### config.mk
export PLATFORM = sky130hd
export DESIGN_NAME = toh_oh_inserter
export DESIGN_NICKNAME = d
export VERILOG_FILES = /design/src/rtl/toh_pkg.sv /design/src/rtl/toh_frame_pos.sv /design/src/rtl/toh_bip8.sv /design/src/rtl/toh_byte_mux.sv /design/src/rtl/toh_oh_inserter.sv
export SDC_FILE = /design/constraint.sdc
export NUM_CORES = 1
export LEC_CHECK = 0
export ABC_AREA = 1
export BUFFER_PORTS_ARGS = -buffer_cell sky130_fd_sc_hd__buf_2
export CELL_PAD_IN_SITES_DETAIL_PLACEMENT = 1
export CELL_PAD_IN_SITES_GLOBAL_PLACEMENT = 2
export CORE_MARGIN = 2
export CORE_UTILIZATION = 28
export CTS_BUF_LIST = sky130_fd_sc_hd__clkbuf_2
export CTS_CLUSTER_DIAMETER = 40
export DETAILED_ROUTE_END_ITERATION = 10
export HOLD_SLACK_MARGIN = 0.05
export PLACE_DENSITY = 0.81
export SYNTH_ARGS = -nofsm -noshare
export SYNTH_HDL_FRONTEND = slang
export SYNTH_SLANG_ARGS = --single-unit
### constraint.sdc
create_clock -name clk -period 5.1 [get_ports clk]
set_input_delay 0.255 -clock clk [delete_from_list [all_inputs] [get_ports clk]]
set_output_delay 0.255 -clock clk [all_outputs]
set_load 0.005 [all_outputs]
### src/rtl/toh_pkg.sv
package toh_pkg;

   localparam int BYTE_W  = 8;
   localparam int PORT_N  = 16;
   localparam int REG_N   = 3;
   localparam int REG_J0  = 0;
   localparam int REG_F1  = 1;
   localparam int REG_S1  = 2;
   localparam int IDX_F1  = 1;
   localparam int IDX_S1  = 14;

   typedef enum logic [3:0] {
      OH_PAYLOAD, OH_PASS, OH_J0, OH_B1, OH_B2,
      OH_K1, OH_K2, OH_M0, OH_PORT
   } oh_kind_e;

   // role of an overhead byte; row and col are zero-based, col < 3
   function automatic oh_kind_e oh_kind(input int row, input int col);
      oh_kind_e k;
      case (row)
         0:       k = (col == 2) ? OH_J0 : OH_PASS;
         1:       k = (col == 0) ? OH_B1 : OH_PORT;
         3:       k = OH_PASS;
         4:       k = (col == 0) ? OH_B2 : ((col == 1) ? OH_K1 : OH_K2);
         8:       k = (col == 1) ? OH_M0 : OH_PORT;
         default: k = OH_PORT;
      endcase
      return k;
   endfunction

   function automatic int oh_port_idx(input int row, input int col);
      int idx;
      case (row)
         1:       idx = col - 1;
         2:       idx = 2 + col;
         5, 6, 7: idx = 5 + (row - 5) * 3 + col;
         8:       idx = (col == 0) ? 14 : 15;
         default: idx = 0;
      endcase
      return idx;
   endfunction

endpackage

### src/rtl/toh_frame_pos.sv
module toh_frame_pos #(
   parameter int ROWS = 9,
   parameter int COLS = 90,
   localparam int RW = $clog2(ROWS),
   localparam int CW = $clog2(COLS)
) (
   input  logic          clk,
   input  logic          rst_n,
   input  logic          fs,
   output logic [RW-1:0] row,
   output logic [CW-1:0] col,
   output logic          synced
);

   logic [RW-1:0] row_q;
   logic [CW-1:0] col_q;

   always_comb begin
      if (fs) begin
         row = '0;
         col = '0;
      end else if (col_q == CW'(COLS - 1)) begin
         col = '0;
         row = (row_q == RW'(ROWS - 1)) ? '0 : row_q + 1'b1;
      end else begin
         col = col_q + 1'b1;
         row = row_q;
      end
   end

   always_ff @(posedge clk or negedge rst_n) begin
      if (!rst_n) begin
         row_q  <= RW'(ROWS - 1);
         col_q  <= CW'(COLS - 1);
         synced <= 1'b0;
      end else begin
         row_q <= row;
         col_q <= col;
         if (fs) synced <= 1'b1;
      end
   end

endmodule

### src/rtl/toh_bip8.sv
module toh_bip8 #(
   parameter int W         = 8,
   parameter int ROWS      = 9,
   parameter int COLS      = 90,
   parameter int TOH_COLS  = 3,
   parameter int SKIP_ROWS = 3,
   parameter bit LINE_ONLY = 1'b0,
   localparam int RW = $clog2(ROWS),
   localparam int CW = $clog2(COLS)
) (
   input  logic          clk,
   input  logic          rst_n,
   input  logic          en,
   input  logic          fs,
   input  logic [RW-1:0] row,
   input  logic [CW-1:0] col,
   input  logic [W-1:0]  data,
   output logic [W-1:0]  bip_q
);

   logic          covered;
   logic [W-1:0]  acc_q;
   logic [W-1:0]  term;

   generate
      if (LINE_ONLY) begin : g_line
         assign covered = !((row < RW'(SKIP_ROWS)) && (col < CW'(TOH_COLS)));
      end else begin : g_frame
         assign covered = 1'b1;
      end
   endgenerate

   assign term = covered ? data : '0;

   always_ff @(posedge clk or negedge rst_n) begin
      if (!rst_n) begin
         acc_q <= '0;
         bip_q <= '0;
      end else if (fs) begin
         bip_q <= acc_q;
         acc_q <= term;
      end else if (en) begin
         acc_q <= acc_q ^ term;
      end
   end

endmodule

### src/rtl/toh_byte_mux.sv
module toh_byte_mux
   import toh_pkg::*;
#(
   parameter int W = 8
) (
   input  oh_kind_e            kind,
   input  logic [3:0]          port_idx,
   input  logic [W-1:0]        in_byte,
   input  logic [W-1:0]        ohp_byte,
   input  logic                ohp_vld,
   input  logic [W-1:0]        stuff,
   input  logic [PORT_N-1:0]   port_en,
   input  logic [REG_N-1:0]    reg_en,
   input  logic [W-1:0]        reg_j0,
   input  logic [W-1:0]        reg_f1,
   input  logic [W-1:0]        reg_s1,
   input  logic                aps_all,
   input  logic [W-1:0]        reg_k1,
   input  logic [W-1:0]        reg_k2,
   input  logic                rdi,
   input  logic                rei_inh,
   input  logic [W-1:0]        rei_byte,
   input  logic [W-1:0]        b1,
   input  logic [W-1:0]        b2,
   output logic [W-1:0]        out_byte
);

   always_comb begin
      unique case (kind)
         OH_J0:   out_byte = reg_en[REG_J0] ? reg_j0 : in_byte;
         OH_B1:   out_byte = b1;
         OH_B2:   out_byte = b2;
         OH_K1:   out_byte = aps_all ? reg_k1 : in_byte;
         OH_K2:   out_byte = aps_all ? reg_k2 :
                             {in_byte[W-1:3], (rdi ? 3'b110 : reg_k2[2:0])};
         OH_M0:   out_byte = rei_inh ? stuff : rei_byte;
         OH_PORT: begin
            if (reg_en[REG_F1] && port_idx == 4'(IDX_F1))
               out_byte = reg_f1;
            else if (reg_en[REG_S1] && port_idx == 4'(IDX_S1))
               out_byte = reg_s1;
            else if (port_en[port_idx] && ohp_vld)
               out_byte = ohp_byte;
            else
               out_byte = stuff;
         end
         default: out_byte = in_byte;
      endcase
   end

endmodule

### src/rtl/toh_oh_inserter.sv
module toh_oh_inserter
   import toh_pkg::*;
#(
   parameter int ROWS     = 9,
   parameter int COLS     = 90,
   parameter int TOH_COLS = 3,
   parameter int NDEF     = 4,
   parameter int ERRW     = 4,
   parameter int REI_MAX  = 8
) (
   input  logic                clk,
   input  logic                rst_n,
   input  logic                in_fs,
   input  logic [7:0]          in_byte,
   input  logic [7:0]          ohp_byte,
   input  logic                ohp_vld,
   input  logic                cfg_stuff_ones,
   input  logic [15:0]         cfg_port_en,
   input  logic [2:0]          cfg_reg_en,
   input  logic [7:0]          cfg_j0,
   input  logic [7:0]          cfg_f1,
   input  logic [7:0]          cfg_s1,
   input  logic                cfg_aps_all,
   input  logic [7:0]          cfg_k1,
   input  logic [7:0]          cfg_k2,
   input  logic [NDEF-1:0]     rdi_def,
   input  logic [NDEF-1:0]     cfg_rdi_inh,
   input  logic                cfg_rdi_prot,
   input  logic                prot_rdi,
   input  logic [ERRW-1:0]     rei_cnt,
   input  logic [ERRW-1:0]     prot_rei_cnt,
   input  logic                cfg_rei_prot,
   input  logic                cfg_rei_inh,
   input  logic                cfg_b1_inv,
   input  logic                cfg_b2_inv,
   output logic                out_fs,
   output logic [7:0]          out_byte
);

   localparam int W  = BYTE_W;
   localparam int RW = $clog2(ROWS);
   localparam int CW = $clog2(COLS);

   generate
      if (ROWS != 9 || TOH_COLS != 3) begin : g_bad_shape
         $error("overhead layout needs 9 rows and 3 overhead columns");
      end
      if (COLS <= TOH_COLS) begin : g_bad_cols
         $error("frame must have payload columns");
      end
      if (ERRW < 4 || ERRW > W) begin : g_bad_errw
         $error("error count width out of range");
      end
   endgenerate

   logic [RW-1:0] row;
   logic [CW-1:0] col;
   logic          synced_q;
   oh_kind_e      kind;
   logic [3:0]    port_idx;
   logic          rdi_sel_q, rei_sel_q;
   logic          rdi_local, rdi_now;
   logic [ERRW-1:0] rei_raw, rei_capped;
   logic [W-1:0]  b1_q, b2_q, stuff, mux_byte, out_nx;

   toh_frame_pos #(.ROWS(ROWS), .COLS(COLS)) u_pos (
      .clk(clk), .rst_n(rst_n), .fs(in_fs),
      .row(row), .col(col), .synced(synced_q)
   );

   always_comb begin
      if (col < CW'(TOH_COLS)) begin
         kind     = oh_kind(int'(row), int'(col));
         port_idx = 4'(oh_port_idx(int'(row), int'(col)));
      end else begin
         kind     = OH_PAYLOAD;
         port_idx = '0;
      end
   end

   always_ff @(posedge clk or negedge rst_n) begin
      if (!rst_n) begin
         rdi_sel_q <= 1'b0;
         rei_sel_q <= 1'b0;
      end else if (in_fs) begin
         rdi_sel_q <= cfg_rdi_prot;
         rei_sel_q <= cfg_rei_prot;
      end
   end

   assign rdi_local  = |(rdi_def & ~cfg_rdi_inh);
   assign rdi_now    = rdi_sel_q ? prot_rdi : rdi_local;
   assign rei_raw    = rei_sel_q ? prot_rei_cnt : rei_cnt;
   assign rei_capped = (rei_raw > ERRW'(REI_MAX)) ? ERRW'(REI_MAX) : rei_raw;
   assign stuff      = {W{cfg_stuff_ones}};

   toh_byte_mux #(.W(W)) u_mux (
      .kind(kind), .port_idx(port_idx), .in_byte(in_byte),
      .ohp_byte(ohp_byte), .ohp_vld(ohp_vld), .stuff(stuff),
      .port_en(cfg_port_en), .reg_en(cfg_reg_en),
      .reg_j0(cfg_j0), .reg_f1(cfg_f1), .reg_s1(cfg_s1),
      .aps_all(cfg_aps_all), .reg_k1(cfg_k1), .reg_k2(cfg_k2),
      .rdi(rdi_now), .rei_inh(cfg_rei_inh), .rei_byte(W'(rei_capped)),
      .b1(b1_q ^ {W{cfg_b1_inv}}), .b2(b2_q ^ {W{cfg_b2_inv}}),
      .out_byte(mux_byte)
   );

   assign out_nx = (synced_q || in_fs) ? mux_byte : in_byte;

   toh_bip8 #(.W(W), .ROWS(ROWS), .COLS(COLS), .TOH_COLS(TOH_COLS),
              .SKIP_ROWS(3), .LINE_ONLY(1'b0)) u_b1 (
      .clk(clk), .rst_n(rst_n), .en(synced_q), .fs(in_fs),
      .row(row), .col(col), .data(out_nx), .bip_q(b1_q)
   );

   toh_bip8 #(.W(W), .ROWS(ROWS), .COLS(COLS), .TOH_COLS(TOH_COLS),
              .SKIP_ROWS(3), .LINE_ONLY(1'b1)) u_b2 (
      .clk(clk), .rst_n(rst_n), .en(synced_q), .fs(in_fs),
      .row(row), .col(col), .data(out_nx), .bip_q(b2_q)
   );

   always_ff @(posedge clk or negedge rst_n) begin
      if (!rst_n) begin
         out_byte <= '0;
         out_fs   <= 1'b0;
      end else begin
         out_byte <= out_nx;
         out_fs   <= in_fs;
      end
   end

endmodule

==> results.py, run 1 <==
metrics = {
    "placement": {
        "place_hpwl_um": 13330,
        "port_buffers": 111,
        "finalWeightedCongestion": 0.8205,
    },
    "synth": {
        "synth_cell_types": 46,
        "synth_edf_count": 0,
        "synth_seq_cells": 55,
        "syn_inst": 724,
        "avgSynthCellArea_um2": 6.897,
        "ys_warn_count": 0,
        "async_flop_share": 1.000,
        "yosysSeqAreaShare": 0.2769,
        "ys_dominant_reg_cell": "dfrtp_1",
        "synth_nets": 850,
        "synth_area_mm2": 0.004994,
    },
    "clocking": {
        "cts_tree": "done",
        "clk_latency_ns": 0.51,
        "clockRootBuffer": "clkbuf_2",
        "cts_max_path_buffers": 2,
        "cts_buffers": 5,
        "clkTransAtPathRegs_ns": 0.34,
        "cts_htree_levels": 2,
        "clock-sinks": 55,
    },
    "die": {
        "die_area_mm2": 0.01892,
        "die_w_um": 137.5,
        "die_h_um": 137.5,
        "rows": 48,
        "ioPinCount": 112,
        "core_area_mm2": 0.01736,
        "start_util": 0.2877,
    },
    "worst_setup_path": {
        "cp_common_cell": "nand2_2",
        "path_class": "reg2reg",
        "reg2reg_from": "u_pos.col_q[0]$_DFF_PN1_",
        "r2r_end": "u_b2.acc_q[4]$_DFFE_PN0N_",
        "worstPathMaxFanout": 6,
        "critical_path.max_stage_delay_ns": 0.63,
        "endpoint_kind": "flop",
        "cp_slowest_cell": "dfstp_2",
        "startpoint": "u_pos.col_q[0]$_DFF_PN1_",
        "ff2ff_path_depth": 38,
        "arrival_ns": 5.40,
        "required_ns": 5.57,
        "critPathCapture": "u_b2.acc_q[4]$_DFFE_PN0N_",
        "rrSetupSlack_ns": 0.17,
        "start_kind": "flop",
    },
    "drt": {
        "wl_per_cell_um": 15.65,
        "viasPerCell": 4.694,
        "ant_nets": 0,
        "drt_iter0_drc": 232,
        "drc": 0,
        "vias": 5126,
        "routed_wl_um": 17090,
        "dr.pass1.iters": 4,
    },
    "sta": {
        "fin_skew_ns": 0.02884,
        "whs_ns": 0.06757,
        "relSlewSlack": 0.4933,
        "hold_viol_final": 0,
        "period_share": 0.9667,
        "period_needed_ns": 4.930,
        "maxSlewViolCount": 0,
        "tns_ns": 0,
        "finalSetupViolCount": 0,
        "rsz0062_at_grt": "yes",
        "fmax_mhz": 202.8,
        "worst_pin_slew_ns": 0.7579,
    },
    "final_layout": {
        "final_common_cell": "nand2_1",
        "final_layout_size_suffix_gt1_frac": 0.3110,
        "syn_to_final_growth_pct": 26.81,
        "final_cell_mix": "176 x nand2_1, 111 x buf_2, 83 x inv_1, 68 x nor2_1, 50 x dfrtp_1",
        "layout.nets": 990,
        "fillers": 2237,
        "multi_input_area_mm2": 0.003297,
        "seq_area_mm2": 0.001383,
    },
    "grt": {
        "grt.total_usage": 0.1809,
        "overflow": 0,
        "grt_pass1_wl_um": 26890,
        "antenna_found_initial": 1,
        "grt_max_degree": 56,
        "grt_pass1_vias": 5213,
    },
    "flow_run": {
        "maxCapViolations": 0,
    },
    "run_status": {
        "status": "finished clean",
    },
    "worst_hold_path": {
        "holdCritPathClass": "in2reg",
    },
    "power": {
        "peakVddDrop_mv": 0.1022,
        "leakage_nw": 3.324,
        "p_per_area_mw_per_mm2": 175.4,
    },
}
cell usage after synthesis, types with 5 or more instances:
master      n  share of area
a21oi_1    45          0.045
clkbuf_1   13         0.0098
dfrtp_1    50           0.25
dfstp_2     5          0.026
ha_1       21          0.053
inv_1      86          0.065
inv_2      12         0.0090
nand2_1   186           0.14
nand2_2    15          0.019
nand2_4     9          0.020
nand3_1    45          0.045
nand3_2     6          0.012
nand3_4     6          0.021
nand4_1    34          0.043
nor2_1     77          0.058
nor2_2      7         0.0088
nor2_4      5          0.011
nor3_1      7         0.0070
o21ai_0    26          0.026
o21ai_1     6         0.0060
xnor2_1    12          0.021
xor2_1     12          0.021
routing by layer:
layer	part of all wire	GRT usage
met1	0.48	0.2610
met2	0.46	0.2880
met3	0.054	0.02502
met4	0.0088	0.03666
met5	0	0
cell type report:
cell class / instances / share of cell area
timing repair buffer: 154 / 0.1474
multi-input combinational: 548 / 0.5206
clock buffer: 5 / 0.003952
clock inverter: 3 / 0.004347
antenna: 2 / 0.0007904
tap: 225 / 0.04446
inverter: 100 / 0.06007
sequential: 55 / 0.2183
worst min-delay path by stage:
stage	from	cells past startpoint	endpoint	slack [ns]
after floorplan	rst_n	0	out_byte[0]$_DFF_PN0_	-0.04
after global placement	rst_n	2	u_pos.col_q[5]$_DFF_PN0_	0.45
after detailed placement	rst_n	2	u_pos.col_q[5]$_DFF_PN0_	0.46
after CTS	in_byte[4]	3	out_byte[4]$_DFF_PN0_	0.05
after global routing	in_byte[6]	3	out_byte[6]$_DFF_PN0_	0.07
final	in_byte[6]	3	out_byte[6]$_DFF_PN0_	0.07
state kept, by name, summed over array words and instances (netlist names):
name and count:
u_pos.synced 1, rei_sel_q 1, rdi_sel_q 1, out_fs 1, u_b2.acc_q 8, out_byte 8
u_pos.row_q 4, u_b2.bip_q 8, u_b1.acc_q 8, u_pos.col_q 7, u_b1.bip_q 8
through the flow:
stage | power [mW] | instance area [µm²] | setup WS [ns] | cells | utilization
after floorplan | 0.7590 | 4994 | 0.07233 | 724 | -
after global placement | 0.8885 | 5897 | -0.07765 | 1061 | 0.3397
after detailed placement | 0.8932 | 5897 | -0.1386 | 1061 | 0.3397
after CTS | 1.113 | 6111 | 0.002632 | 1080 | 0.3521
after global routing | 1.196 | 6330 | -0.2203 | 1091 | 0.3647
final | 1.111 | 6332 | 0.1698 | 1092 | 0.3648
kinds of logic after synthesis:
kind of cell,share of synthesized area
adders and majority gates,0.06064
DFF,0.2769
AOI/OAI and AO/OA,0.1005
xor gates and xnor gates,0.05512
and+or+nand+nor,0.4114
buffers and inverters,0.09546
critical path: cells and delay by family, from the launching register on:
kind                       cells  cell delay (ns)
AOI/OAI and AO/OA              1             0.15
adders and majority gates      5             1.40
DFF                            1             0.63
and+or+nand+nor               24             2.10
buffers and inverters          8             0.65
report_power, final:
group	total, mW	leakage, nW	internal, mW	switching [mW]
logic	0.361	2.61	0.148	0.213
clock network	0.208	0.0315	0.0396	0.168
registers	0.542	0.681	0.501	0.0408
what timing repair did:
item                                    in CTS  in global routing
endpoints found under the hold margin       57                  3
hold buffers                                 8                  3
cloned                                       0                  0
pin swaps                                    7                 34
endpoints found under the setup margin      24                 24
gates resized for setup                     12                 40
buffers inserted                             3                  7
Power figures use the tool's default switching activity.
==> run 2: changes to the inputs <==
--- a/config.mk
+++ b/config.mk
@@ -5,17 +5,16 @@
 export SDC_FILE = /design/constraint.sdc
 export NUM_CORES = 1
 export LEC_CHECK = 0
-export ABC_AREA = 1
 export BUFFER_PORTS_ARGS = -buffer_cell sky130_fd_sc_hd__buf_2
 export CELL_PAD_IN_SITES_DETAIL_PLACEMENT = 1
 export CELL_PAD_IN_SITES_GLOBAL_PLACEMENT = 2
 export CORE_MARGIN = 2
-export CORE_UTILIZATION = 28
+export CORE_UTILIZATION = 31
 export CTS_BUF_LIST = sky130_fd_sc_hd__clkbuf_2
 export CTS_CLUSTER_DIAMETER = 40
 export DETAILED_ROUTE_END_ITERATION = 10
 export HOLD_SLACK_MARGIN = 0.05
-export PLACE_DENSITY = 0.81
+export PLACE_DENSITY = 0.82
 export SYNTH_ARGS = -nofsm -noshare
 export SYNTH_HDL_FRONTEND = slang
 export SYNTH_SLANG_ARGS = --single-unit
==> run 2 against run 1 <==
  * The run now ends with negative setup slack left
  * Clock skew is 0.0016 ns higher
  * Utilization increased by 6.7 points
  * Synthesized cell count shrank 21%
  * Synthesized area grew 2.2%
  * Routed wire length rose by 13%
  * Critical path depth is 12 lower
  * Worst hold slack improved by 0.096 ns
  * Count of clock-buffer cells in the layout unchanged
  * Critical endpoint is now u_b1.acc_q[3]$_DFFE_PN0N_
  * Largest cell class unchanged
  * Highest routed layer unchanged
==> results.py, run 2 <==
metrics = {
    "die": {
        "die_w_um": 132.3,
        "start_util": 0.3188,
        "rows": 46,
        "ioPinCount": 112,
        "core_area_mm2": 0.01600,
        "die_h_um": 132.3,
        "die_area_mm2": 0.01750,
    },
    "grt": {
        "grt.total_usage": 0.2154,
        "antenna_found_initial": 1,
        "grt_pass1_wl_um": 30230,
        "overflow": 0,
        "grt_max_degree": 56,
        "grt_pass1_vias": 5557,
    },
    "clocking": {
        "cts_htree_levels": 2,
        "clockRootBuffer": "clkbuf_2",
        "clk_latency_ns": 0.50,
        "cts_tree": "done",
        "cts_max_path_buffers": 2,
        "cts_buffers": 5,
        "clock-sinks": 55,
        "clkTransAtPathRegs_ns": 0.31,
    },
    "power": {
        "leakage_nw": 3.033,
        "p_int_uw": 738.0,
        "seq_power_share": 0.466,
        "sw_frac_of_total": 0.3641,
        "p_clk_frac": 0.161,
        "switching_power_uw": 422.5,
        "p_per_area_mw_per_mm2": 168.1,
        "peakVddDrop_mv": 0.08623,
        "comb_power_share": 0.373,
    },
    "synth": {
        "synth-compound-area-share": 0.2889,
        "synth.area.mux_share": 0.08143,
        "ys_dominant_reg_cell": "dfrtp_1",
        "yosysMostFrequentCell": "dfrtp_1",
        "synth_edf_count": 0,
        "synth-xor-area-share": 0.05838,
        "synth_area_mm2": 0.005101,
        "synth_area_leaders": "dfrtp_1 25%, ha_1 5.2%, mux2_2 4.4%",
        "synth_seq_cells": 55,
        "yosys.area.top_type_share": 0.2453,
        "synth_top_family_by_area": "compound AO/OA/AOI/OAI gates",
        "synth_cell_types": 88,
        "synth_nets": 695,
        "yosys.area_share.adder": 0.05936,
        "async_flop_share": 1.000,
        "yosys.area.top_type": "dfrtp_1",
        "ys_warn_count": 0,
        "syn_inst": 569,
        "avgSynthCellArea_um2": 8.965,
        "yosysSeqAreaShare": 0.2710,
        "yosys-top-cells-count": "50 x dfrtp_1, 43 x nor2_1, 37 x nand2_1",
        "synth_simple_gate_area_frac": 0.1847,
    },
    "final_layout": {
        "layout.nets": 876,
        "syn_to_final_growth_pct": 35.32,
        "final_core_util": 0.4314,
        "final_cell_mix": "111 x buf_2, 70 x buf_4, 50 x dfrtp_1, 38 x nor2_1, 34 x nand2_1",
        "final_layout_size_suffix_gt1_frac": 0.4088,
        "final_common_cell": "buf_2",
        "finish.instance_area_mm2": 0.006903,
    },
    "drt": {
        "viasPerCell": 5.478,
        "wl_per_cell_um": 19.93,
        "drt_iter0_drc": 290,
        "ant_nets": 0,
        "routed_wl_um": 19290,
        "vias": 5303,
        "drc": 0,
        "dr.pass1.iters": 4,
    },
    "worst_hold_path": {
        "holdCritPathClass": "in2reg",
        "whs_endpoint": "u_b1.acc_q[6]$_DFFE_PN0N_",
        "hold_depth": 4,
        "hp-start": "cfg_f1[6]",
    },
    "placement": {
        "finalWeightedCongestion": 0.8788,
        "dpl_cell_area_mm2": 0.006367,
        "place_hpwl_um": 14790,
        "port_buffers": 111,
        "place_worst_setup_slack_ns": -0.6258,
    },
    "sta": {
        "setup_ws_ns": -0.4513,
        "fin_skew_ns": 0.03041,
        "maxSlewViolCount": 0,
        "relSlewSlack": 0.4936,
        "whs_ns": 0.1633,
        "finalSetupViolCount": 24,
        "worst_pin_slew_ns": 0.7568,
        "period_share": 1.088,
        "rsz0062_at_grt": "yes",
        "hold_viol_final": 0,
        "period_needed_ns": 5.551,
        "fmax_mhz": 180.1,
    },
    "run_status": {
        "failed_checks": "negative setup slack",
        "status": "finished with violations",
    },
    "worst_setup_path": {
        "rrSetupSlack_ns": -0.45,
        "cp_slowest_cell": "dfstp_2",
        "ff2ff_path_depth": 26,
        "required_ns": 5.55,
        "start_kind": "flop",
        "arrival_ns": 6.00,
        "path_class": "reg2reg",
        "worstPathMaxFanout": 6,
        "critical_path.max_stage_delay_ns": 0.61,
        "reg2reg_from": "u_pos.col_q[0]$_DFF_PN1_",
        "endpoint_kind": "flop",
        "r2r_end": "u_b1.acc_q[3]$_DFFE_PN0N_",
    },
    "flow_run": {
        "maxCapViolations": 0,
    },
}
-- run 2: cell count changes after synthesis, moves of 11 or more --
cell     change
nand2_1    -149
inv_1       -55
nor2_1      -34
nand3_1     -30
nand4_1     -27
a21oi_1     -21
mux2_2      +20
mux2i_1     +19
nand2_2     -15
a22oi_1     +11
inv_2       -11
-- run 2: power groups by stage --
| stage | sequential, mW | clock, mW | combinational, mW |
|---|---|---|---|
| finish | 0.541 | 0.187 | 0.433 |
| global route | 0.550 | 0.213 | 0.473 |
| CTS | 0.540 | 0.200 | 0.423 |
| detailed placement | 0.548 | 0 | 0.399 |
| global placement | 0.544 | 0 | 0.386 |
| floorplan | 0.537 | 0 | 0.252 |
-- run 2: layout make-up --
cell class	count	area (µm²)
Fill cell	1930	9097
Multi-Input combinational cell	452	3761
Sequential cell	55	1383
Timing Repair Buffer	202	1304
Tap cell	216	270.3
Inverter	34	140.1
Clock buffer	5	25.02
Clock inverter	3	17.52
Antenna cell	1	2.502
-- run 2: through the flow --
stage	setup TNS [ns]	power (mW)	cells
2_1_floorplan	-7.529	0.7888	569
3_3_place_gp	-9.602	0.9299	935
3_5_place_dp	-11.31	0.9470	935
4_1_cts	-8.290	1.163	963
5_1_grt	-14.49	1.236	968
6_report	-8.649	1.161	968
-- run 2: repair_timing --
| item | 4_1_cts | 5_1_grt |
|---|---|---|
| pin swaps | 20 | 14 |
| endpoints found under the hold margin | 60 | 0 |
| cloned | 1 | 0 |
| resized for setup | 38 | 22 |
| hold buffers | 11 | 0 |
| endpoints found under the setup margin | 24 | 24 |
| buffers inserted | 8 | 4 |
-- run 2: kinds of logic after synthesis --
logic type                 after synthesis
AOI/OAI and AO/OA                      180
xor gates and xnor gates                34
adders and majority gates               23
buffers and inverters                   63
DFF                                     55
muxes                                   39
and+or+nand+nor                        175
-- run 2: critical path, delay by kind of cell (launching register included) --
| kind | cells | cell delay [ns] |
|---|---|---|
| AOI/OAI and AO/OA | 6 | 0.81 |
| xor gates and xnor gates | 5 | 0.84 |
| adders and majority gates | 5 | 1.40 |
| buffers and inverters | 5 | 0.57 |
| DFF | 1 | 0.61 |
| and+or+nand+nor | 5 | 1.28 |
-- run 2: worst max-delay path by stage --
stage,startpoint,endpoint,slack (ns),cells past startpoint
3_3_place_gp,u_pos.col_q[0]$_DFF_PN1_,u_b1.acc_q[6]$_DFFE_PN0N_,-0.54,25
4_1_cts,u_pos.col_q[0]$_DFF_PN1_,u_b1.acc_q[6]$_DFFE_PN0N_,-0.44,25
3_5_place_dp,u_pos.col_q[0]$_DFF_PN1_,u_b1.acc_q[6]$_DFFE_PN0N_,-0.63,26
5_1_grt,u_pos.col_q[0]$_DFF_PN1_,u_b2.acc_q[2]$_DFFE_PN0N_,-0.73,25
6_report,u_pos.col_q[0]$_DFF_PN1_,u_b1.acc_q[3]$_DFFE_PN0N_,-0.45,26
2_1_floorplan,u_pos.col_q[0]$_DFF_PN1_,u_b1.acc_q[6]$_DFFE_PN0N_,-0.46,26
-- run 2: per-layer routing --
metal  vias to the layer above  track usage  routed length [µm]
met3                        26      0.03460                 918
met5                         -            0                   0
li1                       2494            -                   -
met1                      2621       0.2846                8698
met2                       162       0.3686                9319
met4                         0      0.05197                 356
==> run 3: changes to the inputs <==
==> constraint.sdc (replaced) <==
create_clock -name clk -period 5.1 [get_ports clk]
set_input_delay 0.51 -clock clk [delete_from_list [all_inputs] [get_ports clk]]
set_output_delay 0.51 -clock clk [all_outputs]
set_load 0.005 [all_outputs]
==> run 3 against run 2 <==
  * The flow still finishes with violations (negative setup slack)
  * Clock skew increased by 0.0037 ns
  * Sequential share of layout area is 0.20 points higher
  * Cell area fell by 0.98%
  * Non-clock buffer count is 17 lower
  * Maximum frequency is 0.39% higher
  * Critical path type unchanged
  * Critical endpoint is now u_b1.acc_q[5]$_DFFE_PN0N_
==> results.py, run 3 (synthesis gave the netlist of run 2 again) <==
metrics = {
    "final_layout": {
        "layout.nets": 858,
        "final_layout_size_suffix_gt1_frac": 0.4229,
        "final_common_cell": "buf_2",
        "finish.instance_area_mm2": 0.006835,
        "layout.cells.non_filler": 950,
        "syn_to_final_growth_pct": 34.00,
        "final_cell_mix": "111 x buf_2, 65 x buf_4, 50 x dfrtp_1, 38 x nor2_1, 33 x nand2_1",
        "fillers": 1908,
        "final_core_util": 0.4272,
    },
    "worst_setup_path": {
        "path_class": "reg2reg",
        "crit_chain": "ha_4 > and4bb_4 > nand2_4 > a311oi_2 > a21oi_1 > or2_4 > ha_4 > xnor2_2 > ha_1 > inv_1 > fa_1 > inv_2 > fa_2 > xnor2_2 > xnor2_1 > xnor2_1 > xnor2_1 > a22oi_2 > buf_4 > a311o_2 > o32ai_4 > nor2_4 > o31a_1 > o32ai_2",
        "cp_common_cell": "xnor2_1",
        "required_ns": 5.58,
        "ff2ff_path_depth": 24,
        "reg2reg_from": "u_pos.col_q[0]$_DFF_PN1_",
        "r2r_end": "u_b1.acc_q[5]$_DFFE_PN0N_",
        "cp_slowest_cell": "dfstp_2",
        "critical_path.max_stage_delay_ns": 0.62,
        "endpoint_kind": "flop",
        "start_kind": "flop",
        "rrSetupSlack_ns": -0.43,
        "worstPathMaxFanout": 8,
        "arrival_ns": 6.01,
    },
    "power": {
        "p_per_area_mw_per_mm2": 173.9,
        "peakVddDrop_mv": 0.1016,
        "leakage_nw": 2.982,
    },
    "sta": {
        "relSlewSlack": 0.4088,
        "setup_ws_ns": -0.4298,
        "hold_viol_final": 0,
        "period_share": 1.084,
        "period_needed_ns": 5.530,
        "fin_skew_ns": 0.03407,
        "maxSlewViolCount": 0,
        "worst_pin_slew_ns": 0.8787,
        "rsz0062_at_grt": "yes",
        "fmax_mhz": 180.8,
        "finalSetupViolCount": 24,
        "whs_ns": 0.1592,
    },
    "grt": {
        "grt_pass1_vias": 5613,
        "grt.total_usage": 0.2196,
        "grt_max_degree": 56,
        "overflow": 0,
        "grt_pass1_wl_um": 30670,
        "antenna_found_initial": 1,
    },
    "worst_hold_path": {
        "hp-start": "cfg_rdi_prot",
        "whs_endpoint": "rdi_sel_q$_DFFE_PN0P_",
        "holdCritPathClass": "in2reg",
        "hold_depth": 2,
    },
    "placement": {
        "place_inst": 935,
        "port_buffers": 111,
        "dpl_cell_area_mm2": 0.006395,
        "finalWeightedCongestion": 0.8844,
        "place_hpwl_um": 15410,
    },
    "clocking": {
        "clockRootBuffer": "clkbuf_2",
        "cts_htree_levels": 2,
        "cts_buffers": 5,
        "cts_tree": "done",
        "cts_max_path_buffers": 2,
        "clock-sinks": 55,
        "clk_latency_ns": 0.55,
        "clkTransAtPathRegs_ns": 0.35,
    },
    "die": {
        "ioPinCount": 112,
        "rows": 46,
        "die_w_um": 132.3,
        "die_h_um": 132.3,
        "die_area_mm2": 0.01750,
        "start_util": 0.3188,
        "core_area_mm2": 0.01600,
    },
    "drt": {
        "drc": 0,
        "routed_wl_um": 19400,
        "dr.pass1.iters": 4,
        "wl_per_cell_um": 20.42,
        "viasPerCell": 5.559,
        "drt_iter0_drc": 256,
        "vias": 5281,
        "ant_nets": 0,
    },
    "flow_run": {
        "maxCapViolations": 0,
    },
    "run_status": {
        "failed_checks": "negative setup slack",
        "status": "finished with violations",
    },
}
## run 3: cell count changes in the layout (fill, tap and decap cells not counted), sizes merged
cell / delta
o22a: -1
clkinvlp: +1
clkinv: -2
buf: -7
inv: +1
dlygate4sd3: -10
## run 3: final cells by class
cell class,count,area [µm²],area share
multi-input combinational,451,3817,0.5585
antenna,1,2.502,0.0003661
timing repair buffer,185,1170,0.1712
clock buffer,5,25.02,0.003661
clock inverter,3,27.53,0.004027
sequential,55,1383,0.2023
tap,216,270.3,0.03954
inverter,34,140.1,0.02050
## run 3: per-stage QoR
| stage | total power, mW | setup WS, ns | TNS, ns |
|---|---|---|---|
| final | 1.189 | -0.4298 | -7.496 |
| after global routing | 1.269 | -0.6535 | -12.96 |
| after CTS | 1.191 | -0.3976 | -6.757 |
| after detailed placement | 0.9506 | -0.5708 | -10.48 |
| after global placement | 0.9339 | -0.4207 | -7.120 |
| after floorplan | 0.7890 | -0.4562 | -7.529 |
## run 3: what timing repair did
item / in CTS / in global routing
endpoints found under the hold margin: 19 / 0
hold buffers: 1 / 0
pin swaps: 26 / 16
endpoints found under the setup margin: 24 / 24
resized for setup: 46 / 21
buffers inserted: 2 / 3
## run 3: critical path, delay by kind of cell (launching register included)
kind | cells | cell delay, ns
AO/OA/AOI/OAI | 7 | 1.75
adder cells (fa/ha/maj) | 5 | 1.41
XOR/XNOR | 5 | 0.80
AND/OR/NAND/NOR | 4 | 0.64
flip-flops | 1 | 0.62
buffers and inverters | 3 | 0.25
## run 3: power breakdown
group	switching, mW	internal, mW
sequential	0.0431	0.498
combinational	0.230	0.207
clock	0.171	0.0396
## run 3: worst max-delay path by stage
stage                                   from                         to  slack (ns)  cells past startpoint
floorplan           u_pos.col_q[0]$_DFF_PN1_  u_b1.acc_q[6]$_DFFE_PN0N_       -0.46                     26
global placement    u_pos.col_q[0]$_DFF_PN1_  u_b1.acc_q[3]$_DFFE_PN0N_       -0.42                     26
detailed placement  u_pos.col_q[0]$_DFF_PN1_  u_b1.acc_q[3]$_DFFE_PN0N_       -0.57                     27
CTS                 u_pos.col_q[0]$_DFF_PN1_  u_b1.acc_q[3]$_DFFE_PN0N_       -0.40                     26
global route        u_pos.col_q[0]$_DFF_PN1_  u_b1.acc_q[5]$_DFFE_PN0N_       -0.65                     26
finish              u_pos.col_q[0]$_DFF_PN1_  u_b1.acc_q[5]$_DFFE_PN0N_       -0.43                     24
## run 3: metal layers
metal / GRT usage / wire [µm] / up-vias
met5: 0 / 0 / -
met4: 0.05317 / 291 / 0
met3: 0.04460 / 908 / 22
met2: 0.3707 / 9370 / 137
met1: 0.2885 / 8828 / 2664
li1: - / - / 2458
